--- config.mk ---
export PLATFORM = sky130hd
export DESIGN_NAME = shift_table_bank
export DESIGN_NICKNAME = d
export VERILOG_FILES = /design/src/rtl/shift_table_bank_pkg.sv /design/src/rtl/shift_table_ctrl.sv /design/src/rtl/shift_table_datapath.sv /design/src/rtl/shift_table_bank.sv
export SDC_FILE = /design/constraint.sdc
export NUM_CORES = 1
export LEC_CHECK = 0
export ABC_AREA = 0
export BUFFER_PORTS_ARGS = -buffer_cell sky130_fd_sc_hd__buf_2
export CAP_MARGIN = 20
export CORE_MARGIN = 5
export CORE_UTILIZATION = 37
export DETAILED_ROUTE_END_ITERATION = 7
export GPL_ROUTABILITY_DRIVEN = 0
export PLACE_DENSITY = 0.87
export SYNTH_ARGS = -nofsm -noshare
export SYNTH_HDL_FRONTEND = slang
export SYNTH_SLANG_ARGS = --single-unit
--- constraint.sdc ---
create_clock -name clk -period 1.8 [get_ports clk]
set_input_delay 0.18 -clock clk [delete_from_list [all_inputs] [get_ports clk]]
set_output_delay 0.18 -clock clk [all_outputs]
set_load 0.02 [all_outputs]
--- src/rtl/shift_table_bank_pkg.sv ---
package shift_table_bank_pkg;

  typedef struct packed {
    logic capture;
  } bankCtl_t;

  function automatic int powMod(input int base, input int expo, input int prime);
    int acc;
    acc = 1;
    for (int i = 0; i < expo; i++) acc = (acc * base) % prime;
    return acc;
  endfunction

  function automatic int tweakIdx(input int code, input int entries, input int numCodes);
    return (1 + code * (entries / numCodes)) % entries;
  endfunction

  function automatic int entryVal(input int code, input int w, input int entries,
                                  input int numCodes, input int prime, input int prim);
    if (w == tweakIdx(code, entries, numCodes))
      return powMod(prim, w + code + 1, prime);
    return powMod(prim, w, prime);
  endfunction

endpackage

--- src/rtl/shift_table_ctrl.sv ---
module shift_table_ctrl
  import shift_table_bank_pkg::*;
(
  input  logic     clk,
  input  logic     rstN,
  input  logic     loadStb,
  output bankCtl_t ctl,
  output logic     ready
);

  assign ctl.capture = loadStb;

  always_ff @(posedge clk or negedge rstN) begin
    if (!rstN) ready <= 1'b0;
    else if (loadStb) ready <= 1'b1;
  end

  AST_READY_AFTER_LOAD: assert property (@(posedge clk) disable iff (!rstN)
    loadStb |=> ready);
  AST_READY_STICKY: assert property (@(posedge clk) disable iff (!rstN)
    ready |=> ready);
  AST_READY_NEEDS_LOAD: assert property (@(posedge clk) disable iff (!rstN)
    $rose(ready) |-> $past(loadStb));

endmodule

--- src/rtl/shift_table_datapath.sv ---
module shift_table_datapath
  import shift_table_bank_pkg::*;
#(
  parameter int NUM_CODES = 4,
  parameter int ENTRIES   = 19,
  parameter int ENTRY_W   = 8,
  parameter int PRIME     = 31,
  parameter int PRIM      = 3,
  localparam int SEL_W    = $clog2(NUM_CODES),
  localparam int TABLE_W  = ENTRIES * ENTRY_W
)(
  input  logic               clk,
  input  logic               rstN,
  input  bankCtl_t           ctl,
  input  logic [SEL_W-1:0]   codeSel,
  output logic [TABLE_W-1:0] tableOut
);

  function automatic logic [NUM_CODES*TABLE_W-1:0] buildLib();
    logic [NUM_CODES*TABLE_W-1:0] lib;
    lib = '0;
    for (int c = 0; c < NUM_CODES; c++)
      for (int w = 0; w < ENTRIES; w++)
        lib[c*TABLE_W + w*ENTRY_W +: ENTRY_W] =
          ENTRY_W'(entryVal(c, w, ENTRIES, NUM_CODES, PRIME, PRIM));
    return lib;
  endfunction

  localparam logic [NUM_CODES*TABLE_W-1:0] LIB = buildLib();

  function automatic logic [TABLE_W-1:0] buildVaryMask();
    logic [TABLE_W-1:0] m;
    m = '0;
    for (int i = 0; i < TABLE_W; i++)
      for (int c = 1; c < NUM_CODES; c++)
        if (LIB[c*TABLE_W + i] != LIB[i]) m[i] = 1'b1;
    return m;
  endfunction

  localparam logic [TABLE_W-1:0] VARY_MASK = buildVaryMask();
  localparam logic [TABLE_W-1:0] BASE_TBL  = LIB[TABLE_W-1:0];

  function automatic int rankOf(input int pos);
    int n;
    n = 0;
    for (int i = 0; i < pos; i++) if (VARY_MASK[i]) n++;
    return n;
  endfunction

  function automatic int posOf(input int k);
    int n;
    int p;
    n = 0;
    p = 0;
    for (int i = 0; i < TABLE_W; i++)
      if (VARY_MASK[i]) begin
        if (n == k) p = i;
        n++;
      end
    return p;
  endfunction

  localparam int VARY_W   = rankOf(TABLE_W);
  localparam int VARY_W_R = (VARY_W > 0) ? VARY_W : 1;

  logic [VARY_W_R-1:0] varyNext;
  logic [VARY_W_R-1:0] varyQ;
  logic [TABLE_W-1:0]  pickedTable;

  assign pickedTable = LIB[int'(codeSel)*TABLE_W +: TABLE_W];

  for (genvar k = 0; k < VARY_W_R; k++) begin : g_mux
    if (k < VARY_W) begin : g_live
      localparam int POS = posOf(k);
      assign varyNext[k] = LIB[int'(codeSel)*TABLE_W + POS];
    end else begin : g_pad
      assign varyNext[k] = 1'b0;
    end
  end

  always_ff @(posedge clk or negedge rstN) begin
    if (!rstN) varyQ <= '0;
    else if (ctl.capture) varyQ <= varyNext;
  end

  for (genvar i = 0; i < TABLE_W; i++) begin : g_bus
    if (VARY_MASK[i]) begin : g_reg
      assign tableOut[i] = varyQ[rankOf(i)];
    end else begin : g_tie
      assign tableOut[i] = BASE_TBL[i];
    end
  end

  AST_LOAD_TAKES: assert property (@(posedge clk) disable iff (!rstN)
    ctl.capture |=> tableOut == $past(pickedTable));
  AST_HOLD_NO_LOAD: assert property (@(posedge clk) disable iff (!rstN)
    !ctl.capture |=> $stable(tableOut));
  AST_SHARED_FIXED: assert property (@(posedge clk) disable iff (!rstN)
    ((tableOut ^ BASE_TBL) & ~VARY_MASK) == '0);

endmodule

--- src/rtl/shift_table_bank.sv ---
module shift_table_bank
  import shift_table_bank_pkg::*;
#(
  parameter int NUM_CODES = 4,
  parameter int ENTRIES   = 19,
  parameter int ENTRY_W   = 8,
  parameter int PRIME     = 31,
  parameter int PRIM      = 3,
  localparam int SEL_W    = $clog2(NUM_CODES),
  localparam int TABLE_W  = ENTRIES * ENTRY_W
)(
  input  logic               clk,
  input  logic               rstN,
  input  logic [SEL_W-1:0]   codeSel,
  input  logic               loadStb,
  output logic [TABLE_W-1:0] shiftBus,
  output logic               ready
);

  bankCtl_t ctl;

  shift_table_ctrl u_ctrl (
    .clk     (clk),
    .rstN    (rstN),
    .loadStb (loadStb),
    .ctl     (ctl),
    .ready   (ready)
  );

  shift_table_datapath #(
    .NUM_CODES (NUM_CODES),
    .ENTRIES   (ENTRIES),
    .ENTRY_W   (ENTRY_W),
    .PRIME     (PRIME),
    .PRIM      (PRIM)
  ) u_dp (
    .clk      (clk),
    .rstN     (rstN),
    .ctl      (ctl),
    .codeSel  (codeSel),
    .tableOut (shiftBus)
  );

endmodule

### After elaboration in Yosys (flattened, before gate mapping)

Memories as Yosys holds them, arrays and structs flattened. A register that Yosys moved wholly into a read port is not among the register bits.
Index checks and enable logic that the tools add are counted.

* logic and storage cells: 35
* input port bits: 5
* memories kept: 11
* bits in registers: 1
* output and inout port bits: 153
* memory bits (read-only): 11264

Memory list
* (no name shown): words 1024, bits a word 1, read ports 1, clocked after Yosys merged registers in 1, wr ports 0, RTL line shift_table_datapath.sv:75 `assign varyNext[k] = LIB[int'(codeSel)*TABLE_W + POS];`
* (no name shown): words 1024, bits a word 1, read ports 1, clocked after Yosys merged registers in 1, wr ports 0, RTL line shift_table_datapath.sv:75
* (no name shown): words 1024, bits a word 1, read ports 1, clocked after Yosys merged registers in 1, wr ports 0, RTL line shift_table_datapath.sv:75
* (no name shown): words 1024, bits a word 1, read ports 1, clocked after Yosys merged registers in 1, wr ports 0, RTL line shift_table_datapath.sv:75
* (no name shown): words 1024, bits a word 1, read ports 1, clocked after Yosys merged registers in 1, wr ports 0, RTL line shift_table_datapath.sv:75
* (no name shown): words 1024, bits a word 1, read ports 1, clocked after Yosys merged registers in 1, wr ports 0, RTL line shift_table_datapath.sv:75
* 5 more memories

* multipliers: 1
* add/sub/neg operators: 11
* reductions and logical operators: 11

Operators by type and width (number)
* $add A32 B8 Y32 const B: 6
* $add A32 B7 Y32 const B: 3
* $add A32 B5 Y32 const B: 2
* $logic_not A1 Y1: 11
* $mul A2 B5 Y7 const B: 1

### Logic depth before layout (Yosys ltp)

* word-level depth: 2
* depth in mapped cells: 3
* mapped depth without buffers: 2

### By module

Synthesis repeated with hierarchy kept, for this count alone.

* cells, all modules: 173
* area total of the unflattened synthesis: 1405.1 µm²

By module, submodules not included
* shift_table_datapath: cells an instance 170, sequential area each 175.2 µm², area an instance 1366.3 µm², times used 1
* shift_table_ctrl: cells an instance 3, sequential area each 25.0 µm², area an instance 38.8 µm², times used 1

### Least setup slack after synthesis

No wires, ideal clock.

* kind: register to register
* start: register, netlist name u_dp.varyQ[1]
* end: register u_dp.varyQ[1]
* data required time: 1675 ps
* path buffers: 0
* library setup time: 125 ps
* arrival time: 701 ps
* stages on the path, launching flop included: 2
* slack: 974 ps
* clock period less this slack: 826 ps
* cell sequence: dfrtp_1 mux2_2

RTL lines
* to (decl): RTL line shift_table_datapath.sv:67 `logic [VARY_W_R-1:0] varyQ;`

### Final worst setup path

* start: register u_dp.varyQ[3]
* end: output shiftBus[41]

RTL lines
* to (decl): RTL line shift_table_bank.sv:16 `output logic [TABLE_W-1:0] shiftBus,`

No word-level cell between the ends.

==> impl_summary.log <==
INFO  metric synth_adder_area_share = 0%
INFO  metric fp.coreArea = 3660 µm²
INFO  metric yosysSeqAreaShare = 14.3%
INFO  metric cp_max_fo = 3
INFO  metric synth_xor_xnor_area_share = 0%
INFO  metric crit_chain = buf_2
INFO  metric dp_cells = 229
INFO  metric finalCriticalPeriod = 991 ps
INFO  metric regToRegStartpoint = u_dp.varyQ[1]
INFO  metric r2r.worst_path.cells = 1
INFO  metric crit_cells = 1
INFO  metric worstSetupStartpointType = flop
INFO  metric tritoncts_clock_tree = yes
INFO  metric critical-path-max-stage-delay = 410 ps
INFO  metric num_vias = 608
INFO  metric grt_setup_unrepaired = no
INFO  metric totalWireLength = 1.89 mm
INFO  metric globalRouteOverflowTotal = 0
INFO  metric reg2reg_to = u_dp.varyQ[1]
INFO  metric detail_placement_hpwl = 1.77 mm
INFO  metric initial_utilization = 38.1%
INFO  metric comb_power_share = 45.0%
INFO  metric number_of_clock_sinks = 8
INFO  metric skew = 0 ps
INFO  metric drive_above_1_share = 11.4%
INFO  metric drt-initial-drc-count = 3
INFO  metric crit_path_dat = 810 ps
INFO  metric total_leakage_power = 0.663 nW
INFO  metric place.port_buffers = 16
INFO  metric grt_use_total = 5.41%
INFO  metric synth-seq-cells = 8
INFO  metric htreeDepth = 1
INFO  metric tightest_hold_check_type = primary input to flop
INFO  metric first_element_of_the_critical_path = u_dp.varyQ[3]
INFO  metric timing_hold_violations_final = 0
INFO  metric final.fill_count = 436
INFO  metric layout.cells.most_common = sky130_fd_sc_hd__conb_1
INFO  metric final_number_of_max_transition_violations = 0
INFO  metric dieWidth = 71.4 µm
INFO  metric period_share = 55.1%
INFO  metric yosys_warnings = 0
INFO  metric synth.lib_cells_used.distinct = 16
INFO  metric cts.reportedPaths.clkPinSlew = 40 ps
INFO  metric ctsHoldBuffers = 1
INFO  metric worstSetupPathType = flop to output pin
INFO  metric initial_antenna_violation_count = 0
INFO  metric average_footprint_of_a_synthesized_cell = 8.12 µm²
INFO  metric grt_start_max_net_pins = 13
INFO  metric share_seq_of_total_power = 26.9%
INFO  metric post_cts.repair.setup_buffers = 0
INFO  metric crit_buf_inv = 1
INFO  metric drt-wirelength-per-cell = 8.11 µm
INFO  metric core.rowCount = 22
INFO  metric crit_end = shiftBus[41]
INFO  metric power_density = 750 nW/µm²
INFO  metric setup-violations-final = 0
INFO  metric num_antenna_cells = 0
INFO  metric cts_made_buffers = 3
INFO  metric ios = 158
INFO  metric dominant_combinational_cell_family_by_area_after_synthesis = buffers and inverters
INFO  metric power.ir.vdd_worst = 0.000343 V
INFO  metric syn_inst = 172
INFO  metric clockRootBuffer = sky130_fd_sc_hd__clkbuf_8
INFO  metric setup_tns = 0 ps
INFO  metric cap_violations = 0
INFO  metric mostFrequentLayoutCells = sky130_fd_sc_hd__conb_1 (141), sky130_fd_sc_hd__buf_2 (16), sky130_fd_sc_hd__dfrtp_1 (8)
INFO  metric floorplan.die.height = 71.4 µm
INFO  metric grt_pass1_vias = 445
INFO  metric via_per_inst = 2.61
INFO  metric fp.dieArea = 5100 µm²
INFO  metric net_switching_component_of_the_power = 0.393 mW
INFO  metric critPathRequiredTime = 1620 ps
INFO  metric synth_compound_area_share = 2.87%
INFO  metric proportion_of_power_drawn_by_the_clock_network = 28.1%
INFO  metric simple_gate_share_of_the_synthesized_area = 1.88%
INFO  metric timing.critical_path.max_delay_family = flip-flops
INFO  metric grt_pass1_wl = 2.06 mm
INFO  metric crit_path_end_kind = output pin
INFO  metric power.switching_fraction = 51.9%
INFO  metric critical_path.slowest_cell = sky130_fd_sc_hd__dfrtp_1
INFO  metric synth_area = 1400 µm²
INFO  metric cts_resized = 0
INFO  metric number_of_enable_type_register_cells_in_the_synthesized_netlist = 0
INFO  metric drt_drc_violations_left = 0
INFO  metric max-clock-path-buffers = 2
INFO  metric synth-async-reset-ratio = 100%
INFO  metric flow.area_growth_from_synthesis = -27.7%
INFO  metric outcome = finished clean
INFO  metric max_clock_freq = 1010 MHz
INFO  metric internal_power = 0.364 mW
INFO  metric synth.mux.area_fraction = 0.806%
INFO  metric ys_dominant_reg_cell = sky130_fd_sc_hd__dfrtp_1
INFO  metric post_layout_cell_count = 233
INFO  metric source_to_sink_clock_delay_at_the_later_pin_of_the_worst_skew_pair = 230 ps
INFO  metric firstDrtPassIters = 2
INFO  metric r2r_setup_slack = 1040 ps
INFO  metric design.final.nets = 192
INFO  metric final_antenna_net_count = 0
[worst min-delay path by stage]
stage                    endpoint  depth (start not counted)        from  slack (ps)
floorplan            u_ctrl.ready                          0        rstN        -120
global placement    u_dp.varyQ[1]                          1        rstN          20
detailed placement  u_dp.varyQ[1]                          1        rstN          30
CTS                 u_dp.varyQ[2]                          2  codeSel[1]         190
global route        u_dp.varyQ[7]                          2  codeSel[1]         210
finish              u_dp.varyQ[2]                          2  codeSel[1]         200
[power groups by stage]
stage | Sequential (mW) | Clock [mW] | Combinational, mW
6_report | 0.203 | 0.213 | 0.341
5_1_grt | 0.206 | 0.227 | 0.362
4_1_cts | 0.204 | 0.222 | 0.331
3_5_place_dp | 0.206 | 0 | 0.330
3_3_place_gp | 0.206 | 0 | 0.328
2_1_floorplan | 0.220 | 0 | 0.527
[layout make-up]
cell class / count / area, µm² / area share, %
clock buffer: 3 / 41.3 / 4.09
tap: 48 / 60.1 / 5.95
multi-input combinational: 154 / 607 / 60.1
timing repair buffer: 17 / 90.1 / 8.92
sequential: 8 / 200 / 19.8
inverter: 3 / 11.3 / 1.12
[sequential cells by signal, summed over array words and instances, names as in the netlist]
name          cells
u_dp.varyQ        7
u_ctrl.ready      1
[synth_stat cells, types with 2 or more instances]
cell type	count	area [µm²]
sky130_fd_sc_hd__dfrtp_1	8	200
sky130_fd_sc_hd__inv_1	3	11.3
sky130_fd_sc_hd__conb_1	2	7.51
sky130_fd_sc_hd__buf_4	145	1090
sky130_fd_sc_hd__nor2_1	3	11.3
[cell families (layout without fill, tap and decap cells)]
family	count (synthesis)	after routing
DFF	8	8
other	2	141
AOI/OAI and AO/OA	6	6
and+or+nand+nor	6	6
buffers and inverters	149	23
muxes	1	1
[routing by layer]
| metal | GRT usage, % | wire length [µm] | up-vias |
|---|---|---|---|
| li1 | - | - | 264 |
| met1 | 5.48 | 496 | 257 |
| met2 | 8.67 | 937 | 83 |
| met3 | 1.40 | 417 | 4 |
| met4 | 5.64 | 38 | 0 |
| met5 | 0 | 0 | - |
[per-stage QoR]
stage                     hold WS (ps)  util [%]  setup slack (ps)  instance area, µm²  power, mW
after CTS                          191      27.6               771                1010      0.757
after global placement            21.7      26.2               967                 958      0.534
after floorplan                   -116         -               974                1920      0.746
final                              198      27.6               809                1010      0.757
after detailed placement          32.6      26.2               945                 958      0.536
after global routing               214      27.6               760                1010      0.795
Note: power is estimated with default switching activity, not from simulation.
